[src/rtl/ddr2_init_pkg.sv]
`timescale 1ns/1ps
package ddr2_init_pkg;
  localparam int ADDR_W = 13;
  localparam int BA_W   = 2;
  localparam int WAIT_W = 8;
  localparam int CMD_W  = 2;
  localparam int AP_BIT = 10;

  typedef enum logic [CMD_W-1:0] {
    CMD_NOP = 2'd0,
    CMD_PRE = 2'd1,
    CMD_REF = 2'd2,
    CMD_MRS = 2'd3
  } cmd_e;

  typedef struct packed {
    logic              en;
    cmd_e              cmd;
    logic [BA_W-1:0]   ba;
    logic [ADDR_W-1:0] data;
    logic [WAIT_W-1:0] wait_cyc;
  } slot_t;

  localparam int SLOT_W = $bits(slot_t);
  localparam logic [1:0] EXEC_CODE = 2'b10;
endpackage

[src/rtl/ddr2_slot_table.sv]
`timescale 1ns/1ps
module ddr2_slot_table
  import ddr2_init_pkg::*;
#(
  parameter  int NUM_SLOTS = 16,
  localparam int IDX_W     = $clog2(NUM_SLOTS)
) (
  input  logic                    clk_i,
  input  logic                    rst_ni,
  input  logic                    wr_en_i,
  input  logic [IDX_W-1:0]        wr_idx_i,
  input  slot_t                   wr_slot_i,
  input  logic                    lock_i,
  input  logic [IDX_W-1:0]        rd_idx_i,
  output slot_t                   rd_slot_o,
  output slot_t [NUM_SLOTS-1:0]   slots_o
);
  for (genvar g = 0; g < NUM_SLOTS; g++) begin : g_slot
    always_ff @(posedge clk_i or negedge rst_ni) begin
      if (!rst_ni) begin
        slots_o[g] <= '0;
      end else if (wr_en_i && !lock_i && (wr_idx_i == IDX_W'(g))) begin
        slots_o[g] <= wr_slot_i;
      end
    end
  end

  assign rd_slot_o = slots_o[rd_idx_i];


  table_lock_chk: assert property (@(posedge clk_i) disable iff (!rst_ni)
    lock_i |=> $stable(slots_o));
endmodule

[src/rtl/ddr2_init_walker.sv]
`timescale 1ns/1ps
module ddr2_init_walker
  import ddr2_init_pkg::*;
#(
  parameter  int NUM_SLOTS = 16,
  localparam int PTR_W     = $clog2(NUM_SLOTS) + 1
) (
  input  logic                  clk_i,
  input  logic                  rst_ni,
  input  logic                  start_i,
  input  slot_t [NUM_SLOTS-1:0] slots_i,
  output logic                  busy_o,
  output logic                  done_o,
  output logic                  issue_vld_o,
  output slot_t                 issue_o
);
  typedef enum logic {ST_IDLE, ST_RUN} st_e;

  st_e               st_q;
  logic [PTR_W-1:0]  ptr_q;
  logic [WAIT_W-1:0] cnt_q;
  logic              done_q;
  logic              vld_q;
  slot_t             iss_q;
  logic              found;
  logic [PTR_W-1:0]  nxt;
  slot_t             nxt_slot;

  // first enabled slot at or above the pointer
  always_comb begin
    found = 1'b0;
    nxt   = '0;
    for (int i = NUM_SLOTS - 1; i >= 0; i--) begin
      if (slots_i[i].en && (PTR_W'(i) >= ptr_q)) begin
        found = 1'b1;
        nxt   = PTR_W'(i);
      end
    end
  end

  assign nxt_slot = slots_i[nxt[PTR_W-2:0]];

  always_ff @(posedge clk_i or negedge rst_ni) begin
    if (!rst_ni) begin
      st_q   <= ST_IDLE;
      ptr_q  <= '0;
      cnt_q  <= '0;
      done_q <= 1'b0;
      vld_q  <= 1'b0;
      iss_q  <= '0;
    end else begin
      vld_q <= 1'b0;
      unique case (st_q)
        ST_IDLE: begin
          if (start_i) begin
            st_q   <= ST_RUN;
            ptr_q  <= '0;
            cnt_q  <= '0;
            done_q <= 1'b0;
          end
        end
        ST_RUN: begin
          if (cnt_q != '0) begin
            cnt_q <= cnt_q - 1'b1;
          end else if (found) begin
            vld_q <= 1'b1;
            iss_q <= nxt_slot;
            cnt_q <= nxt_slot.wait_cyc;
            ptr_q <= nxt + 1'b1;
          end else begin
            st_q   <= ST_IDLE;
            done_q <= 1'b1;
          end
        end
        default: st_q <= ST_IDLE;
      endcase
    end
  end

  assign busy_o      = (st_q == ST_RUN);
  assign done_o      = done_q;
  assign issue_vld_o = vld_q;
  assign issue_o     = iss_q;


  start_chk: assert property (@(posedge clk_i) disable iff (!rst_ni)
    start_i && !busy_o |=> busy_o && !done_o);

  en_only_chk: assert property (@(posedge clk_i) disable iff (!rst_ni)
    issue_vld_o |-> issue_o.en && busy_o);

  cmd_gap_chk: assert property (@(posedge clk_i) disable iff (!rst_ni)
    issue_vld_o && (issue_o.wait_cyc != '0) |=> !issue_vld_o);

  busy_done_excl_chk: assert property (@(posedge clk_i) disable iff (!rst_ni)
    !(busy_o && done_o));

  done_hold_chk: assert property (@(posedge clk_i) disable iff (!rst_ni)
    done_o && !start_i |=> done_o);
endmodule

[src/rtl/ddr2_cmd_encode.sv]
`timescale 1ns/1ps
module ddr2_cmd_encode
  import ddr2_init_pkg::*;
(
  input  logic              vld_i,
  input  slot_t             slot_i,
  output logic              cs_n_o,
  output logic              ras_n_o,
  output logic              cas_n_o,
  output logic              we_n_o,
  output logic [BA_W-1:0]   ba_o,
  output logic [ADDR_W-1:0] addr_o
);
  logic unused_w;
  assign unused_w = slot_i.en ^ (^slot_i.wait_cyc);

  always_comb begin
    {cs_n_o, ras_n_o, cas_n_o, we_n_o} = 4'b1111;
    ba_o   = '0;
    addr_o = '0;
    if (vld_i) begin
      ba_o   = slot_i.ba;
      addr_o = slot_i.data;
      unique case (slot_i.cmd)
        CMD_NOP: {cs_n_o, ras_n_o, cas_n_o, we_n_o} = 4'b0111;
        CMD_PRE: begin
          {cs_n_o, ras_n_o, cas_n_o, we_n_o} = 4'b0010;
          addr_o[AP_BIT] = 1'b1;
        end
        CMD_REF: {cs_n_o, ras_n_o, cas_n_o, we_n_o} = 4'b0001;
        CMD_MRS: {cs_n_o, ras_n_o, cas_n_o, we_n_o} = 4'b0000;
        default: {cs_n_o, ras_n_o, cas_n_o, we_n_o} = 4'b1111;
      endcase
    end
  end
endmodule

[src/rtl/ddr2_init_seq.sv]
`timescale 1ns/1ps
module ddr2_init_seq
  import ddr2_init_pkg::*;
#(
  parameter  int NUM_SLOTS = 16,
  parameter  int REG_W     = 32,
  localparam int IDX_W     = $clog2(NUM_SLOTS),
  localparam int RADDR_W   = IDX_W + 1
) (
  input  logic               clk_i,
  input  logic               rst_ni,
  input  logic               reg_we_i,
  input  logic [RADDR_W-1:0] reg_addr_i,
  input  logic [REG_W-1:0]   reg_wdata_i,
  output logic [REG_W-1:0]   reg_rdata_o,
  input  logic               dl_cal_done_i,
  output logic               cmd_valid_o,
  output logic               cs_n_o,
  output logic               ras_n_o,
  output logic               cas_n_o,
  output logic               we_n_o,
  output logic [BA_W-1:0]    ba_o,
  output logic [ADDR_W-1:0]  addr_o,
  output logic               busy_o,
  output logic               done_o,
  output logic               mc_en_o,
  output logic               traffic_ok_o
);
  localparam logic [RADDR_W-1:0] CTRL_ADDR = RADDR_W'(NUM_SLOTS);

  logic                  slot_sel, ctrl_sel, start;
  logic                  busy, done, mc_en_q;
  slot_t                 rd_slot, issue;
  logic                  issue_vld;
  slot_t [NUM_SLOTS-1:0] slots;
  logic                  unused_w;

  assign unused_w = ^reg_wdata_i[REG_W-1:SLOT_W];
  assign slot_sel = reg_addr_i < CTRL_ADDR;
  assign ctrl_sel = reg_addr_i == CTRL_ADDR;
  assign start    = reg_we_i && ctrl_sel && (reg_wdata_i[1:0] == EXEC_CODE) && !busy;

  ddr2_slot_table #(.NUM_SLOTS(NUM_SLOTS)) u_table (
    .clk_i     (clk_i),
    .rst_ni    (rst_ni),
    .wr_en_i   (reg_we_i && slot_sel),
    .wr_idx_i  (reg_addr_i[IDX_W-1:0]),
    .wr_slot_i (slot_t'(reg_wdata_i[SLOT_W-1:0])),
    .lock_i    (busy),
    .rd_idx_i  (reg_addr_i[IDX_W-1:0]),
    .rd_slot_o (rd_slot),
    .slots_o   (slots)
  );

  ddr2_init_walker #(.NUM_SLOTS(NUM_SLOTS)) u_walker (
    .clk_i       (clk_i),
    .rst_ni      (rst_ni),
    .start_i     (start),
    .slots_i     (slots),
    .busy_o      (busy),
    .done_o      (done),
    .issue_vld_o (issue_vld),
    .issue_o     (issue)
  );

  ddr2_cmd_encode u_enc (
    .vld_i   (issue_vld),
    .slot_i  (issue),
    .cs_n_o  (cs_n_o),
    .ras_n_o (ras_n_o),
    .cas_n_o (cas_n_o),
    .we_n_o  (we_n_o),
    .ba_o    (ba_o),
    .addr_o  (addr_o)
  );

  // controller enable only once the walk has completed
  always_ff @(posedge clk_i or negedge rst_ni) begin
    if (!rst_ni) begin
      mc_en_q <= 1'b0;
    end else if (start) begin
      mc_en_q <= 1'b0;
    end else if (reg_we_i && ctrl_sel) begin
      mc_en_q <= reg_wdata_i[2] && done;
    end
  end

  always_comb begin
    reg_rdata_o = '0;
    if (slot_sel)      reg_rdata_o = REG_W'(rd_slot);
    else if (ctrl_sel) reg_rdata_o = REG_W'({dl_cal_done_i, mc_en_q, done, busy});
  end

  assign cmd_valid_o  = issue_vld;
  assign busy_o       = busy;
  assign done_o       = done;
  assign mc_en_o      = mc_en_q;
  assign traffic_ok_o = mc_en_q && dl_cal_done_i;


  en_gate_chk: assert property (@(posedge clk_i) disable iff (!rst_ni)
    $rose(mc_en_o) |-> $past(done_o));

  en_clr_chk: assert property (@(posedge clk_i) disable iff (!rst_ni)
    start |=> !mc_en_o);

  desel_chk: assert property (@(posedge clk_i) disable iff (!rst_ni)
    !cmd_valid_o |-> cs_n_o && ras_n_o && cas_n_o && we_n_o);
endmodule

[config.mk]
export PLATFORM = sky130hd
export DESIGN_NAME = ddr2_init_seq
export DESIGN_NICKNAME = d
export VERILOG_FILES = /design/src/rtl/ddr2_init_pkg.sv /design/src/rtl/ddr2_slot_table.sv /design/src/rtl/ddr2_init_walker.sv /design/src/rtl/ddr2_cmd_encode.sv /design/src/rtl/ddr2_init_seq.sv
export SDC_FILE = /design/constraint.sdc
export NUM_CORES = 1
export LEC_CHECK = 0
export ABC_AREA = 1
export BUFFER_PORTS_ARGS = -buffer_cell sky130_fd_sc_hd__buf_4
export CAP_MARGIN = 20
export CORE_MARGIN = 10
export CORE_UTILIZATION = 30
export CTS_CLUSTER_DIAMETER = 80
export DETAILED_ROUTE_END_ITERATION = 8
export PLACE_DENSITY_LB_ADDON = 0.25
export SLEW_MARGIN = 20
export SYNTH_ARGS = -nofsm -noshare
export SYNTH_HDL_FRONTEND = slang
export SYNTH_HIERARCHICAL = 1
export SYNTH_SLANG_ARGS = --single-unit
[constraint.sdc]
create_clock -name clk_i -period 3.4 [get_ports clk_i]
set_clock_uncertainty 0.1 [all_clocks]
set_input_delay 0.17 -clock clk_i [delete_from_list [all_inputs] [get_ports clk_i]]
set_output_delay 0.17 -clock clk_i [all_outputs]
set_load 0.01 [all_outputs]
## Yosys cells after proc, flatten, opt, wreduce, memory -nomap -nowiden

Index checks and enable logic that the tools add are counted.

| operators by class | value |
|---|---|
| bitwise operators | 2 |
| $add $sub $neg | 2 |
| reduce and logical (&&, ||, !) cells | 54 |
| $lt $le $gt $ge | 19 |
| muxes and demuxes | 69 |
| eq/ne operators | 25 |

Operators by type and width:

| kind | number |
|---|---|
| 26-bit binary-select mux with 4-bit select | 2 |
| 5-bit two-way mux | 18 |
| 26-bit two-way mux | 2 |
| 4-bit by 5-bit greater-or-equal comparator with 1-bit output, first input constant | 8 |
| 1-bit logical AND | 39 |
| 4-bit == test, second input constant | 8 |
| 1-bit two-way mux | 32 |
| 25-bit two-way mux | 1 |
| 8-bit two-way mux | 3 |
| 3-bit by 5-bit greater-or-equal comparator with 1-bit output, first input constant | 4 |
| 4-bit by 3-bit == test with 1-bit output, second input constant | 4 |
| 8-bit one-hot mux with 2 select lines | 1 |
| 13-bit two-way mux | 1 |
| 1-bit by 5-bit greater-or-equal comparator with 1-bit output, first input constant | 2 |
| 2-bit by 5-bit greater-or-equal comparator with 1-bit output, first input constant | 2 |
| 4-bit by 5-bit < comparator with 1-bit output, second input constant | 2 |
| 1-bit one-hot mux with 2 select lines | 5 |
| 5-bit one-hot mux with 2 select lines | 1 |
| 3-bit AND reduction | 3 |
| 4-bit by 2-bit == test with 1-bit output, second input constant | 2 |
| 4-bit two-way mux | 2 |
| 2-bit != test, second input constant | 4 |
| 8-bit nonzero test | 1 |
| 2-bit OR reduction | 4 |
| 17 further kinds | 20 |

| word-level totals | value |
|---|---|
| bits in registers | 450 |
| output and inout bits | 56 |

## Depth between registers and ports, before layout

| depth | value |
|---|---|
| word-level depth | 23 |
| gate-level depth with buffers | 26 |
| gate-level depth less buffers | 25 |

## By module

Netlist, hierarchy kept.

By module, submodules not included:

| module | area each (µm²) | times used | sequential area each (µm²) | cells an instance |
|---|---|---|---|---|
| ddr2_slot_table | 19907.8 | 1 | 10410.0 | 2672 |
| ddr2_init_walker | 6354.8 | 1 | 1051.0 | 1165 |
| ddr2_init_seq | 396.6 | 1 | 25.0 | 85 |
| ddr2_cmd_encode | 152.6 | 1 | 0.0 | 38 |

## Worst setup path before layout

No wires, ideal clock.

| path | value |
|---|---|
| path type | register to register |
| start | register u_walker.cnt_q[0] |
| end | register u_walker.iss_q (netlist bit u_walker/issue_o[10]) |
| buffers on the path | 2 |
| stages on the path, launching flop included | 16 |
| arrival time | 2.339 ns |
| period minus slack after synthesis | 2.504 ns |
| setup slack | 0.896 ns |
| library setup time | 0.066 ns |
| data required time | 3.234 ns |
| cells stage by stage | dfrtp_1 inv_1 ha_1 nand2_1 nor2_1 inv_1 nor3_1 nor3b_1 nand2_1 clkinv_1 nand2_2 inv_1 buf_4 buf_2 nand2_1 nand2_1 |

| on the way | value |
|---|---|
| word-level cells in the longest chain between the ends | 3 |

RTL lines:

| item | RTL line | text |
|---|---|---|
| start, declared | ddr2_init_walker.sv:21 | `logic [WAIT_W-1:0] cnt_q;` |
| start signal, assigned | ddr2_init_walker.sv:64 | `cnt_q <= cnt_q - 1'b1;` |
| start signal, assigned | ddr2_init_walker.sv:68 | `cnt_q <= nxt_slot.wait_cyc;` |
| 8-bit nonzero test | ddr2_init_walker.sv:63 | `if (cnt_q != '0) begin` |
| 1-bit inverter (no source line) | - |  |
| 3-bit AND reduction (no source line) | - |  |
| end signal, assigned | ddr2_init_walker.sv:67 | `iss_q <= nxt_slot;` |
| end, declared | ddr2_init_walker.sv:24 | `slot_t iss_q;` |

No other way between the ends.
A chain may end at the register's enable or synchronous reset.

## Worst setup path after layout

| path | value |
|---|---|
| start | register u_walker.ptr_q[3] |
| end | register u_walker.iss_q (netlist bit u_walker/issue_o[24]) |

| on the way | value |
|---|---|
| word-level cells in the longest chain between the ends | 20 |

RTL lines:

| item | RTL line | text |
|---|---|---|
| start, declared | ddr2_init_walker.sv:20 | `logic [PTR_W-1:0] ptr_q;` |
| start signal, assigned | ddr2_init_walker.sv:69 | `ptr_q <= nxt + 1'b1;` |
| 4-bit by 5-bit greater-or-equal comparator with 1-bit output | ddr2_init_walker.sv:34 | `if (slots_i[i].en && (PTR_W'(i) >= ptr_q)) begin` |
| 1-bit logical AND | ddr2_init_walker.sv:34 |  |
| 4-bit two-way mux | ddr2_init_walker.sv:34 |  |
| 5-bit two-way mux (15 in series) | ddr2_init_walker.sv:34 |  |
| 26-bit binary-select mux with 4-bit select | ddr2_init_walker.sv:41 | `assign nxt_slot = slots_i[nxt[PTR_W-2:0]];` |
| 25-bit two-way mux (not written as such) | ddr2_init_walker.sv:41 |  |

Several ways; a longest one is shown, not always the timed one. The select of a mux whose other input is x is not followed.

==> metrics <==
area of the multi-input gates 0.01196 mm^2; via count 25400; Total Nets Final 3937; fillers 9445; Design Power 12.13 mW; Diodes inserted 0; Peak VDD IR 378.8 uV; Reg clk slew, reported paths 60 ps; Mapped Area 0.02648 mm^2; CTS HTree Levels 2; CTS tree done; Critical Path End Type flip-flop; fin area 0.03046 mm^2; # rows 108; CP Class flip-flop to flip-flop; Critical Path RT 3790 ps; Layout Cells excl Fill 5083; max_slew headroom 39.43%; DRC 0; cts repair resizes 0; RSZ-0062 raised after global routing false; share of post-route cells with drive strength above 1 7.587%; YS warnings 6; Clock Path Buffers 3; Starting Density 30.39%; Worst Hold Launch reg_wdata_i[5]; largest net degree at the start of global routing 84; Peak Freq 325.8 MHz; Die X 317.1 um; # Post-CTS Setup Buffers 0; Worst R2R Path Depth 16; Area Overhead vs Synth 15.00%; WL/cell 19.66 um; GR Overflow Total 0; post-route minimum period 3070 ps; vias per cell 4.997; status completed; Arr. time, crit path 3460 ps; Mapped Cells 3927; placed wire-length estimate 58.25 mm; Clk pwr share 47.7%; # IOs 97; Pwr Density 398.1 mW/mm^2; CTS root buf clkbuf_16; Logic pwr share 7.7%; WL final 99.94 mm; Fin. Hold Viols 0; cts bufs inserted 52; router iterations before antenna repair 5; first-pass GRT wire length 151.8 mm; Reg power frac 44.6%; fin crit share 90.28%; vias in the first global route 23940; Worst Hold Class input pin to flip-flop; FF-to-FF setup slack 330 ps; number of DRC markers in iteration 0 2422; hold depth 3; post-route ant nets 0; CP Max Fanout 16; P_int 9.018 mW; Core Box Area 0.08716 mm^2; Die Ht 317.1 um; Buffers on Ports 84; Fin Hold WS 22.19 ps; crit start category flip-flop; dpl cell area 0.02855 mm^2; Worst Max-Slew Pin Slew 908.6 ps; Setup TNS Final 0 ps; worst r2r src u_walker/ptr_q[3]; Die Area 0.1006 mm^2; WHS Endpoint u_table/slots_o[109]; RR Endpoint u_walker/issue_o[24]; Leak 14.75 nW; flip-flop and latch area 0.01126 mm^2; antenna violations before repair 1; Max Transition Viols Final 0; CTS Hold Bufs 20; Worst-Skew Late Latency 620 ps; global placement routability congestion 0.8420; Avg Cell Area, Syn 6.744 um^2; GRT Total Usage 19.62%; max_cap viols 0; Final setup violation count 0; clk sinks 450; placed cell count 4975; Sw Pwr 3.107 mW; sw frac 25.63%
[how the worst max path moves through the flow]
stage,startpoint,endpoint,slack [ps],depth (start not counted)
floorplan,u_walker/cnt_q[0],u_walker/issue_o[19],960,15
global placement,u_walker/ptr_q[2],u_walker/issue_o[24],380,14
detailed placement,u_walker/ptr_q[4],u_walker/cnt_q[6],440,15
CTS,u_walker/ptr_q[4],u_walker/cnt_q[6],420,15
global route,u_walker/ptr_q[3],u_walker/issue_o[12],130,25
finish,u_walker/ptr_q[3],u_walker/issue_o[24],330,16
[placed cells by master, fill, tap and decap left out, types with 2 or more instances in the layout]
master / count
clkbuf_8: 9
nor2_4: 4
nor3_1: 4
clkinv_1: 3
clkinv_2: 9
xor2_1: 3
inv_2: 4
ha_1: 2
dfrtp_1: 450
o21ai_1: 32
nand2_1: 1351
dlygate4sd3_1: 20
nand3_2: 10
inv_6: 2
nor2_2: 3
xnor2_1: 3
conb_1: 6
o22ai_1: 3
nand3_1: 604
clkbuf_1: 10
nand2_2: 11
nor2_1: 58
a21oi_1: 18
o21ai_0: 395
inv_4: 2
inv_1: 538
clkbuf_16: 52
buf_4: 140
buf_12: 37
bufinv_16: 5
o211ai_1: 123
[critical path, cell delays in order (launching register included)]
cell,delay [ps]
dfrtp_1,380
inv_1,120
nor2_1,140
nand3_1,100
nand2_1,70
nand2_1,60
o21ai_0,110
nor2_1,150
o31ai_1,270
nand2_2,140
inv_2,370
buf_4,380
nand3_1,110
nand3_1,90
nand2_1,50
nand2_1,200
nand2_1,100
[state kept, by name, indices dropped and copies added (netlist names)]
| register | flops |
|---|---|
| u_walker/busy_o | 1 |
| u_walker/issue_o | 17 |
| u_walker/issue_vld_o | 1 |
| u_walker/cnt_q | 8 |
| mc_en_o | 1 |
| u_walker/done_o | 1 |
| u_table/slots_o | 416 |
| u_walker/ptr_q | 5 |
[layer usage]
metal | global-route usage, % | wire, um | vias to the layer above
met2 | 30.55 | 43930 | 904
met5 | 0 | 0 | -
met3 | 2.947 | 7709 | 152
met1 | 27.95 | 45630 | 12030
li1 | - | - | 12310
met4 | 5.492 | 2665 | 0
[layout make-up]
class	instances	share of cell area, %
clock buffers	71	4.803
clock inverters	17	0.7888
flip-flops and latches	450	36.97
well taps	1155	4.745
inverters	548	6.787
multi-input cells	2643	39.28
repair buffers	199	6.627
[power by group through the flow]
stage	logic, mW	registers [mW]	clock network (mW)
finish	0.936	5.41	5.78
global route	1.04	5.41	6.14
CTS	0.945	5.41	5.91
detailed placement	0.919	5.51	0
global placement	0.915	5.51	0
floorplan	0.462	5.50	0
[through the flow]
stage / util, % / worst slack (ps)
finish: 34.94 / 330.4
global route: 34.94 / 131.3
CTS: 34.94 / 421.3
detailed placement: 32.76 / 440.5
global placement: 32.76 / 384.8
floorplan: - / 957.5
Note: power is estimated with default switching activity, not from simulation.
